[src/rtl/gec_pkg.sv]
package gec_pkg;

    typedef enum logic [1:0] {
        SEQ_IDLE,
        SEQ_ARM,
        SEQ_OPEN,
        SEQ_GAP
    } seq_st_t;

    typedef struct packed {
        logic open_now;
        logic start;
        logic close;
    } gate_ev_t;

    localparam int unsigned START_DELAY = 4;

    function automatic int unsigned win_cycles(input logic [3:0] code, input int unsigned base);
        return int'(code) * base;
    endfunction

endpackage

[src/rtl/gec_sync_edge.sv]
module gec_sync_edge #(
    parameter int STAGES = 2
) (
    input  logic clk,
    input  logic rst,
    input  logic din,
    output logic rise
);
    logic [STAGES-1:0] chain;
    logic              prev;

    always_ff @(posedge clk) begin
        if (rst) begin
            chain <= '0;
            prev  <= 1'b0;
        end else begin
            chain <= {chain[STAGES-2:0], din};
            prev  <= chain[STAGES-1];
        end
    end

    assign rise = chain[STAGES-1] & ~prev;
endmodule

[src/rtl/gec_gate_seq.sv]
module gec_gate_seq
    import gec_pkg::*;
#(
    parameter int unsigned BASE_CYCLES = 8
) (
    input  logic       clk,
    input  logic       rst,
    input  logic       run,
    input  logic       tc_wr,
    input  logic [3:0] tc_data,
    output gate_ev_t   ev
);
    localparam int unsigned MAX_WIN = 15 * BASE_CYCLES;
    localparam int          TMR_W   = $clog2(MAX_WIN + 1);

    seq_st_t          st;
    logic [TMR_W-1:0] tmr;
    logic [3:0]       code;
    logic             tmr_zero;
    logic             step;

    assign tmr_zero = (tmr == '0);
    assign step     = run & ~tc_wr;

    always_ff @(posedge clk) begin
        if (rst) begin
            st   <= SEQ_IDLE;
            tmr  <= '0;
            code <= '0;
        end else if (tc_wr) begin
            code <= tc_data;
            if (tc_data == 4'd0) begin
                st  <= SEQ_IDLE;
                tmr <= '0;
            end else begin
                st  <= SEQ_ARM;
                tmr <= TMR_W'(START_DELAY - 1);
            end
        end else if (run) begin
            unique case (st)
                SEQ_ARM, SEQ_GAP: begin
                    if (tmr_zero) begin
                        st  <= SEQ_OPEN;
                        tmr <= TMR_W'(win_cycles(code, BASE_CYCLES) - 1);
                    end else begin
                        tmr <= tmr - 1'b1;
                    end
                end
                SEQ_OPEN: begin
                    if (tmr_zero) begin
                        st  <= SEQ_GAP;
                        tmr <= TMR_W'(BASE_CYCLES - 1);
                    end else begin
                        tmr <= tmr - 1'b1;
                    end
                end
                default: tmr <= '0;
            endcase
        end
    end

    always_comb begin
        ev.open_now = (st == SEQ_OPEN);
        ev.start    = step & tmr_zero & ((st == SEQ_ARM) | (st == SEQ_GAP));
        ev.close    = step & tmr_zero & (st == SEQ_OPEN);
    end
endmodule

[src/rtl/gec_event_cnt.sv]
module gec_event_cnt
    import gec_pkg::*;
#(
    parameter int CNT_W = 16
) (
    input  logic             clk,
    input  logic             rst,
    input  gate_ev_t         ev,
    input  logic             run,
    input  logic             rise,
    input  logic             clr_done,
    input  logic             clr_ovf,
    output logic [CNT_W-1:0] hold,
    output logic             done,
    output logic             ovf
);
    logic [CNT_W-1:0] cnt;
    logic [CNT_W-1:0] cnt_nx;
    logic             inc;
    logic             wrap;

    assign inc    = rise & run & ev.open_now;
    assign wrap   = inc & (&cnt);
    assign cnt_nx = inc ? cnt + 1'b1 : cnt;

    always_ff @(posedge clk) begin
        if (rst) begin
            cnt  <= '0;
            hold <= '0;
            done <= 1'b0;
            ovf  <= 1'b0;
        end else begin
            if (ev.start) cnt <= '0;
            else          cnt <= cnt_nx;

            if (ev.close) hold <= cnt_nx;

            if (ev.start)      done <= 1'b0;
            else if (ev.close) done <= 1'b1;
            else if (clr_done) done <= 1'b0;

            if (ev.start)      ovf <= 1'b0;
            else if (wrap)     ovf <= 1'b1;
            else if (clr_ovf)  ovf <= 1'b0;
        end
    end
endmodule

[src/rtl/gated_event_counter.sv]
module gated_event_counter
    import gec_pkg::*;
#(
    parameter int unsigned BASE_CYCLES = 8,
    parameter int          CNT_W       = 16,
    parameter int          SYNC_STAGES = 2,
    parameter int          EXT_DLY     = 2
) (
    input  logic             clk,
    input  logic             rst,
    input  logic             tc_wr,
    input  logic [3:0]       tc_data,
    input  logic             en_done,
    input  logic             en_ovf,
    input  logic             clr_done,
    input  logic             clr_ovf,
    input  logic             event_in,
    input  logic             wait_mode,
    input  logic             stop_mode,
    output logic             gate_int,
    output logic             gate_ext,
    output logic [CNT_W-1:0] count_hold,
    output logic             flag_done,
    output logic             flag_ovf,
    output logic             irq,
    output logic             wake_req
);
    gate_ev_t           ev;
    logic               rise;
    logic               run;
    logic [EXT_DLY-1:0] ext_pipe;

    assign run = ~stop_mode;

    gec_sync_edge #(.STAGES(SYNC_STAGES)) u_sync (
        .clk (clk),
        .rst (rst),
        .din (event_in),
        .rise(rise)
    );

    gec_gate_seq #(.BASE_CYCLES(BASE_CYCLES)) u_seq (
        .clk    (clk),
        .rst    (rst),
        .run    (run),
        .tc_wr  (tc_wr),
        .tc_data(tc_data),
        .ev     (ev)
    );

    gec_event_cnt #(.CNT_W(CNT_W)) u_cnt (
        .clk     (clk),
        .rst     (rst),
        .ev      (ev),
        .run     (run),
        .rise    (rise),
        .clr_done(clr_done),
        .clr_ovf (clr_ovf),
        .hold    (count_hold),
        .done    (flag_done),
        .ovf     (flag_ovf)
    );

    generate
        if (EXT_DLY == 1) begin : g_ext1
            always_ff @(posedge clk) begin
                if (rst) ext_pipe <= '0;
                else     ext_pipe <= ev.open_now;
            end
        end else begin : g_extn
            always_ff @(posedge clk) begin
                if (rst) ext_pipe <= '0;
                else     ext_pipe <= {ext_pipe[EXT_DLY-2:0], ev.open_now};
            end
        end
    endgenerate

    assign gate_int = ev.open_now;
    assign gate_ext = ext_pipe[EXT_DLY-1];
    assign irq      = (flag_done & en_done) | (flag_ovf & en_ovf);
    assign wake_req = irq & wait_mode;
endmodule

[config.mk]
export PLATFORM = sky130hd
export DESIGN_NAME = gated_event_counter
export DESIGN_NICKNAME = d
export VERILOG_FILES = /design/src/rtl/gec_pkg.sv /design/src/rtl/gec_sync_edge.sv /design/src/rtl/gec_gate_seq.sv /design/src/rtl/gec_event_cnt.sv /design/src/rtl/gated_event_counter.sv
export SDC_FILE = /design/constraint.sdc
export NUM_CORES = 1
export LEC_CHECK = 0
export BUFFER_PORTS_ARGS = -buffer_cell sky130_fd_sc_hd__clkbuf_2
export CAP_MARGIN = 5
export CORE_MARGIN = 2
export CORE_UTILIZATION = 56
export DETAILED_ROUTE_END_ITERATION = 10
export GPL_ROUTABILITY_DRIVEN = 1
export HOLD_SLACK_MARGIN = 0.03
export MAX_ROUTING_LAYER = met4
export PLACE_DENSITY = 0.82
export SLEW_MARGIN = 30
export SYNTH_ARGS = -nofsm -noshare
export SYNTH_HDL_FRONTEND = slang
export SYNTH_SLANG_ARGS = --single-unit
export TNS_END_PERCENT = 30
[constraint.sdc]
create_clock -name clk -period 3.35 [get_ports clk]
set_clock_uncertainty 0.05 [all_clocks]
set_input_delay 0.1675 -clock clk [delete_from_list [all_inputs] [get_ports clk]]
set_output_delay 0.1675 -clock clk [all_outputs]
set_load 0.02 [all_outputs]
==> results of run 1 <==
## metrics by stage
step	util [%]	instances	worst slack, ps	cell area (um2)
after floorplan	-	262	1520	2390
after global routing	65.2	342	916	2640
after CTS	65.2	342	1110	2640
final	65.2	342	1140	2640
after global placement	63.0	334	1190	2560
after detailed placement	63.0	334	1100	2560
## routing by layer
metal  wire (um)  track usage, %  up-vias
met1        2330            27.5      892
met3         337            4.94        8
met2        2110            32.4       62
met4          33            4.58        0
met5           0               -        -
li1            -               -     1017
## kinds of logic (layout without fill, tap and decap cells)
group / after synthesis / in the layout / share of synthesized area (%)
buffers and inverters: 22 / 52 / 4.60
XOR/XNOR: 13 / 13 / 4.75
AO/OA/AOI/OAI: 56 / 56 / 16.4
adder cells (fa/ha/maj): 4 / 4 / 2.09
AND/OR/NAND/NOR: 110 / 110 / 26.6
flip-flops: 52 / 52 / 43.5
multiplexers: 5 / 5 / 2.09
## cell usage after synthesis (3+ instances only)
cell	count	area (um2)
nand4_1	3	18.8
xnor2_1	12	105
nand3_1	8	40.0
or4_1	3	22.5
nor2_1	37	139
o21ai_0	8	40.0
o21bai_1	3	22.5
o31ai_1	4	30.0
clkbuf_1	4	15.0
mux2i_1	5	50.1
dfxtp_1	52	1040
nor3_1	10	50.1
nand2_1	5	18.8
o2bb2ai_1	3	26.3
nand4bb_1	3	33.8
a31oi_1	5	31.3
a211oi_1	13	97.6
or3_1	6	37.5
nand2b_1	4	25.0
inv_1	9	33.8
buf_2	4	20.0
a21oi_1	11	55.1
nor2b_1	6	37.5
nor4_1	8	50.1
ha_1	4	50.1
## report_power, final
group          switching (W)  internal [W]  leakage [nW]   total, W
sequential        0.00000940      0.000626         0.421   0.000636
clock               0.000195      0.000143        0.0410   0.000337
combinational      0.0000570     0.0000369         0.515  0.0000939
## registers in the layout (all words and copies together), names as in the netlist
register and count:
u_seq.tmr 7, u_seq.st 2, u_sync.prev 1, u_cnt.cnt 16
u_cnt.ovf 1, u_cnt.done 1, u_sync.chain 2, u_cnt.hold 16
ext_pipe 2, u_seq.code 4
## area by class of cell
cell class,instances,area share (%)
inverter,9,1.28
timing repair buffer,36,7.00
clock buffer,6,2.74
clock inverter,1,0.189
multi-input combinational,188,47.0
tap,50,2.37
sequential,52,39.4
## worst min path at each step
| stage | from | to | cells past startpoint |
|---|---|---|---|
| finish | clr_ovf | u_cnt.ovf | 3 |
| global route | tc_data[1] | u_seq.code[1] | 3 |
| CTS | clr_ovf | u_cnt.ovf | 3 |
| detailed placement | event_in | u_sync.chain[0] | 2 |
| global placement | event_in | u_sync.chain[0] | 2 |
| floorplan | event_in | u_sync.chain[0] | 1 |
## worst register-to-register path, cell delays in order (launching register included)
cell and delay, ps:
dfxtp_1 370, or4_1 730, nor3_4 620, nand4_1 150, and3_1 190
==> results_dict.tcl, run 1 <==
set metrics [dict create \
    worstSetupPathDepth 4 \
    initial_core_util_pct 59.0 \
    cts_tree "yes" \
    endpoint "u_cnt.hold[14]" \
    tightest_slew_ps 826 \
    insertion_delay_ps 310 \
    finalNetCount 310 \
    path_buf_inv 0 \
    drt_wl_total_mm 4.81 \
    drc_errors 0 \
    cts_max_level 2 \
    syn_inst 262 \
    ant_nets 0 \
    grt_usage_pct 20.7 \
    synth_seq_area_share_pct 43.5 \
    numCtsBuffers 5 \
    seqCellArea_mm2 0.00104 \
    vdd_ir_drop_max_mv 0.340 \
    layout_commonest_cell "dfxtp_1" \
    r2r_slack_ps 1140 \
    synth_seq_cells 52 \
    crit_fanout 16 \
    rr_startpoint "u_seq.tmr[2]" \
    crit_path_start_kind "register" \
    die_area_mm2 0.00482 \
    crit_chain "or4_1 > nor3_4 > nand4_1 > and3_1" \
    synth_area_per_cell_um2 9.14 \
    drt_iter0_drc 133 \
    finalSetupTns_ps 0 \
    ys.flop_type "dfxtp_1" \
    clockBufferDepth 2 \
    ctsHoldBuffers 1 \
    ctsResizeCount 0 \
    crit_start "u_seq.tmr[2]" \
    cts.sinks 52 \
    overflow 0 \
    drive_gt1_share_pct 18.2 \
    hold_viol 0 \
    syn-num-nets 280 \
    first_pass_iters 4 \
    gp_congestion 0.896 \
    relSlewSlack_pct 44.2 \
    min_path_type "primary input to register" \
    grt_pass1_vias 1828 \
    grt_antenna_before_repair 0 \
    die-width_um 69.4 \
    finalSetupViolCount 0 \
    finalPower_w 0.00107 \
    p_leak_nw 0.977 \
    rsz0062_at_grt "false" \
    ios 36 \
    core_mm2 0.00406 \
    status "complete, no violations" \
    wl_per_cell_um 14.1 \
    layout-area-overhead-vs-synth_pct 10.4 \
    dp_hpwl_mm 3.42 \
    worstSetupPathType "register to register" \
    slowest_delay_ps 730 \
    yosysWarnings 0 \
    path_delay_family "simple AND/OR/NAND/NOR gates" \
    r2r_cells 4 \
    ys_types 53 \
    r2r-end "u_cnt.hold[14]" \
    grt_max_degree 34 \
    die-height_um 69.4 \
    synth-edff-count 0 \
    hold_ws_ps 65.7 \
    rows 23 \
    slew_violations 0 \
    clk_pin_slew_ps 90 \
    multi_input_area_mm2 0.00124 \
    required_ps 3500 \
    io_buffers 35 \
    crit_path_top_delay_cell "or4_1" \
    final_cell_mix "dfxtp_1, nor2_1, clkbuf_2" \
    cts_root_buf "clkbuf_8" \
    n_antenna_cell 0 \
    num_vias 1979 \
    cts_setup_buffers 0 \
    async_reset_ff_share_pct 0 \
    drv_cap 0 \
    grt_pass1_wl_mm 8.04 \
    min_period_over_period_pct 65.8 \
    crit_arrival_ps 2360 \
    period_minus_slack_ps 2210 \
    viasPerCell 5.79 \
    power_density_mw_per_mm2 404 \
    syn_area_mm2 0.00239 \
    fmax_mhz 453 \
    cp-end-kind "register" \
    fillers 353 \
]
No activity file was read; power rests on OpenSTA's default activity.
==> run 2: changes to the inputs <==
- ABC_AREA: default -> 1
- PLACE_DENSITY: 0.82 -> 0.81
- clock period: 3.35 -> 2.3 ns (I/O delays scaled with it)
==> run 2 against run 1 <==
Compared with the run above:
- wire length is 11% higher
- combinational power grew 54%
- fmax increased by 24%
- die area up 8.3%
- setup slack worse by 620 ps
- utilization grew 2.2 points
- register-to-register slack worse by 620 ps
- non-clock buffer count is 6 higher
- count of clock-buffer cells in the layout grew 1
- synthesized area is 8.8% higher
- critical endpoint is now u_cnt.cnt[3]
- largest power group unchanged
==> results_dict.tcl, run 2 <==
set metrics [dict create \
    status "complete, no violations" \
    yosys-top-cells-area "dfxtp_1, nand2_1, inv_1" \
    final_cell_area_mm2 0.00298 \
    fmax_mhz 563 \
    first_pass_iters 5 \
    synthXorXnorAreaFrac_pct 3.03 \
    clockBufferDepth 2 \
    num_vias 2299 \
    io_buffers 35 \
    cp-end-kind "register" \
    layout_commonest_cell "nand2_1" \
    grt_antenna_before_repair 0 \
    power_density_mw_per_mm2 585 \
    crit_fanout 17 \
    cts_max_level 2 \
    initial_core_util_pct 59.0 \
    clk_pin_slew_ps 90 \
    wl_per_cell_um 11.6 \
    yosysMostFrequentCell "nand2_1" \
    cts_tree "yes" \
    r2r_slack_ps 520 \
    drt_wl_total_mm 5.33 \
    period_minus_slack_ps 1780 \
    synth_compound_area_share_pct 11.4 \
    synth-edff-count 0 \
    reg_top3 "u_cnt.cnt: 16 flops, u_cnt.hold: 16 flops, u_seq.tmr: 7 flops" \
    crit_chain "inv_1 > ha_1 > nand4_4 > nor2_1 > nand2_1 > nand2_1 > nor2_1" \
    yosysWarnings 0 \
    finalSetupViolCount 0 \
    min_period_over_period_pct 77.3 \
    grt_usage_pct 22.8 \
    finalNetCount 423 \
    synth_adder_area_share_pct 1.92 \
    drive_gt1_share_pct 18.5 \
    placed_area_mm2 0.00281 \
    hold_ws_ps 40.8 \
    async_reset_ff_share_pct 0 \
    synth_seq_area_share_pct 40.0 \
    ys.flop_type "dfxtp_1" \
    rows 24 \
    core_mm2 0.00441 \
    crit_path_top_delay_cell "nand2_1" \
    numCtsBuffers 5 \
    drc_errors 0 \
    cts.sinks 52 \
    rsz0062_at_grt "false" \
    final_cell_mix "nand2_1, dfxtp_1, inv_1" \
    drt_iter0_drc 214 \
    path_buf_inv 1 \
    synth_common_cells "nand2_1, dfxtp_1, inv_1, nor2_1" \
    relSlewSlack_pct 59.8 \
    crit_arrival_ps 1890 \
    die-width_um 72.2 \
    crit_path_start_kind "register" \
    dp_hpwl_mm 4.00 \
    ctsResizeCount 0 \
    viasPerCell 5.02 \
    vdd_ir_drop_max_mv 0.413 \
    synth_top_family_by_area "simple AND/OR/NAND/NOR gates" \
    path_delay_family "simple AND/OR/NAND/NOR gates" \
    p_leak_nw 1.32 \
    synth_seq_cells 52 \
    hold_viol 0 \
    cts_root_buf "clkbuf_8" \
    ant_nets 0 \
    required_ps 2420 \
    slew_violations 0 \
    insertion_delay_ps 300 \
    grt_pass1_wl_mm 9.18 \
    gp_congestion 0.936 \
    ys_types 36 \
    utilization_pct 67.4 \
    die_area_mm2 0.00521 \
    min_path_type "primary input to register" \
    finalPower_w 0.00174 \
    finalSetupTns_ps 0 \
    grt_pass1_vias 2115 \
    synth_area_per_cell_um2 7.16 \
    syn_area_mm2 0.00260 \
    ios 36 \
    syn-num-nets 382 \
    synthMuxAreaShare_pct 0 \
    slowest_delay_ps 460 \
    syn_inst 364 \
    n_antenna_cell 0 \
    die-height_um 72.2 \
    drv_cap 0 \
    overflow 0 \
    worstSetupPathType "register to register" \
    tightest_slew_ps 602 \
    synth.largest_area_cell "dfxtp_1" \
    synthSimpleGateAreaFrac_pct 33.7 \
    layout-area-overhead-vs-synth_pct 14.2 \
    grt_max_degree 34 \
    netlist.area_leader.share_pct 40.0 \
]
==> run 2: cell types whose count changed after synthesis, moves of 8 or more <==
cell / change
a211oi_1: -13
a21oi_1: +10
inv_1: +41
nand2_1: +78
nand3_1: +13
nor2_1: +9
nor2_2: +10
nor4_1: -8
xnor2_1: -9
==> run 2: cell families (layout without fill, tap and decap cells) <==
logic type,count (synthesis),count (layout)
simple gates,186,186
buf+inv,61,103
compound gates,52,52
flops,52,52
xor+xnor,9,9
fa+ha+maj,4,4
==> run 2: routing by layer <==
layer / track usage, % / wire length [um] / vias to the layer above
met5: - / 0 / -
met4: 7.55 / 44 / 0
met3: 4.44 / 329 / 4
met2: 36.4 / 2470 / 62
met1: 29.0 / 2480 / 998
li1: - / - / 1235
==> run 2: final cells by class <==
type | instances | area (um2)
fillers | 385 | 1440
multi-input cells | 251 | 1300
flip-flops and latches | 52 | 1040
repair buffers | 42 | 238
inverters | 53 | 201
clock buffers | 7 | 96.3
well taps | 52 | 65.1
clock inverters | 1 | 30.0
==> run 2: timing repair <==
item | CTS | global route
hold endpoints to repair | 4 | 0
hold buffers | 4 | 0
buffers inserted | 0 | 0
==> run 2: report_power, final <==
part	internal [W]	switching [W]
clock network	0.000384	0.000288
registers	0.000913	0.0000102
logic	0.0000542	0.0000906
total	0.00135	0.000389
==> run 2: worst register-to-register path: stages (launching register included) <==
cell,delay (ps)
dfxtp_1,320
inv_1,120
ha_1,230
nand4_4,130
nor2_1,120
nand2_1,80
nand2_1,460
nor2_1,130
==> run 2: path summary, 6_finish.rpt <==
path,startpoint,to,cells past startpoint
worst max-delay path,u_seq.tmr[0],u_cnt.cnt[3],7
worst min-delay path,clr_done,u_cnt.done,4
worst max register to register,u_seq.tmr[0],u_cnt.cnt[3],7
worst min register to register,u_sync.chain[0],u_sync.chain[1],2
==> run 2: per-stage QoR <==
stage / std cells / setup slack (ps)
2_1_floorplan: 364 / 824
3_3_place_gp: 446 / 654
3_5_place_dp: 446 / 541
4_1_cts: 458 / 520
5_1_grt: 458 / 344
6_report: 458 / 523
==> run 3: changes to the inputs <==
- ABC_AREA: 1 -> 0
- CORE_UTILIZATION: 56 -> 51
- PLACE_DENSITY: 0.81 -> 0.78
- clock period: 2.3 -> 1.6 ns (I/O delays scaled with it)
==> run 3 against run 2 <==
Compared with the run above:
- critical endpoint is now u_seq.st[0]
- via count about the same
- non-clock buffer count up 54
- critical path type unchanged
- count of clock-buffer cells in the layout down 1
- sequential share of layout area decreased by 3.4 points
- wire length is 15% higher
- setup slack lost 690 ps
- sequential power grew 43%
- the run now ends with negative setup slack left
==> results_dict.tcl, run 3 (synthesis gave the netlist of run 1 again) <==
set metrics [dict create \
    status "complete, but fails checks" \
    violations "negative setup slack" \
    layout_commonest_cell "dfxtp_1" \
    min_path_type "primary input to register" \
    initial_core_util_pct 53.9 \
    rsz0062_at_grt "true" \
    crit_path_start_kind "register" \
    relSlewSlack_pct 65.4 \
    grt_antenna_before_repair 0 \
    finalNetCount 370 \
    power_density_mw_per_mm2 712 \
    grt_pass1_wl_mm 9.92 \
    postLayoutSetupSlackWorst_ps -169 \
    first_pass_iters 4 \
    tightest_slew_ps 512 \
    power_switching_share_pct 25.4 \
    dp_hpwl_mm 3.96 \
    num_vias 2301 \
    die_area_mm2 0.00526 \
    period_minus_slack_ps 1770 \
    drt_iter0_drc 182 \
    final_cell_area_mm2 0.00334 \
    placed_area_mm2 0.00295 \
    clockBufferDepth 2 \
    drv_cap 0 \
    ant_nets 0 \
    cp-end-kind "register" \
    slew_violations 0 \
    wl_per_cell_um 15.1 \
    final_cells 405 \
    crit_fanout 5 \
    dp_slack_ps -193 \
    combPwrFrac_pct 12.7 \
    worstSetupPathType "register to register" \
    fmax_mhz 565 \
    overflow 0 \
    required_ps 1750 \
    grt_usage_pct 24.9 \
    io_buffers 35 \
    insertion_delay_ps 310 \
    cts_tree "yes" \
    core_mm2 0.00444 \
    hold_viol 0 \
    reg_top3 "u_cnt.cnt: 16 flops, u_cnt.hold: 16 flops, u_seq.tmr: 7 flops" \
    crit_arrival_ps 1920 \
    dp.cells 379 \
    crit_path_top_delay_cell "or4_4" \
    p_clk_share_pct 31.6 \
    cts.sinks 52 \
    cts_max_level 2 \
    gp_congestion 0.882 \
    sequentialPowerShare_pct 55.7 \
    cts_root_buf "clkbuf_8" \
    p_sw_w 0.000604 \
    final_cell_mix "dfxtp_1, buf_4, nor2_1, clkbuf_2, xnor2_1" \
    layout-area-overhead-vs-synth_pct 39.3 \
    drc_errors 0 \
    min_period_over_period_pct 111 \
    viasPerCell 5.68 \
    p_leak_nw 1.33 \
    finalPower_w 0.00238 \
    fillers 308 \
    vdd_ir_drop_max_mv 0.687 \
    drt_wl_total_mm 6.12 \
    drive_gt1_share_pct 38.5 \
    numCtsBuffers 5 \
    clk_pin_slew_ps 90 \
    n_antenna_cell 0 \
    rows 24 \
    finalSetupViolCount 41 \
    ios 36 \
    crit_chain "or4_4 > buf_6 > nor3_4 > a211oi_1 > a2111oi_2" \
    utilization_pct 75.1 \
    die-width_um 72.5 \
    grt_max_degree 33 \
    slowest_delay_ps 520 \
    die-height_um 72.5 \
    grt_pass1_vias 2172 \
    p_int_w 0.00177 \
]
## run 3: cell count changes in the layout (fill, tap and decap cells not counted), sizes merged, moves of 9 or more
cell and delta:
nand2 -81, o21ai -12, xnor2 +9, buf +50, nor4 +9, a211oi +14, nor2 -22, a21oi -14
inv -43, nand3 -14
## run 3: area by class of cell
class / count / area, um2 / area share (%)
well taps: 52 / 65.1 / 1.95
multi-input cells: 188 / 1360 / 40.8
flip-flops and latches: 52 / 1050 / 31.6
inverters: 9 / 33.8 / 1.01
clock inverters: 2 / 13.8 / 0.413
clock buffers: 6 / 72.6 / 2.18
repair buffers: 96 / 736 / 22.1
## run 3: path summary, 6_finish.rpt
| check | start | to | slack, ps | cells past startpoint |
|---|---|---|---|---|
| min | tc_wr | u_seq.st[1] | 70 | 3 |
| min reg2reg | u_sync.chain[0] | u_sync.chain[1] | 390 | 1 |
| max | u_seq.tmr[4] | u_seq.st[0] | -170 | 5 |
| max reg2reg | u_seq.tmr[4] | u_seq.st[0] | -170 | 5 |
## run 3: worst max-delay path: cells and delay by family, from the launching register on
family                 cells  cell delay (ps)
buffers and inverters      1              150
AOI/OAI and AO/OA          2              390
and+or+nand+nor            2              730
DFF                        1              330
## run 3: per-stage QoR
stage	TNS [ps]	hold slack (ps)
final	-3490	70.2
after global routing	-5920	78.8
after CTS	-4110	63.0
after detailed placement	-3480	251
after global placement	-2520	240
after floorplan	-2670	158
## run 3: timing repair
item / in CTS / in global routing
hold buffers: 7 / 0
gates resized for setup: 12 / 24
hold endpoints to repair: 7 / 0
gates cloned: 2 / 0
setup endpoints to repair: 41 / 42
pin swaps: 3 / 4
setup buffers: 7 / 4
## run 3: layer usage
layer	up-vias	wire length, um	global-route usage [%]
met5	-	0	-
met4	0	128	8.64
met3	16	315	5.14
met2	60	2860	37.5
met1	1094	2810	33.2
li1	1131	-	-
## run 3: power groups by stage
| stage | Clock (W) | Combinational (W) | Sequential [W] |
|---|---|---|---|
| global route | 0.000820 | 0.000329 | 0.00133 |
| detailed placement | 0 | 0.000266 | 0.00135 |
| floorplan | 0 | 0.000158 | 0.00135 |
| global placement | 0 | 0.000263 | 0.00135 |
| CTS | 0.000777 | 0.000292 | 0.00132 |
| finish | 0.000750 | 0.000302 | 0.00132 |
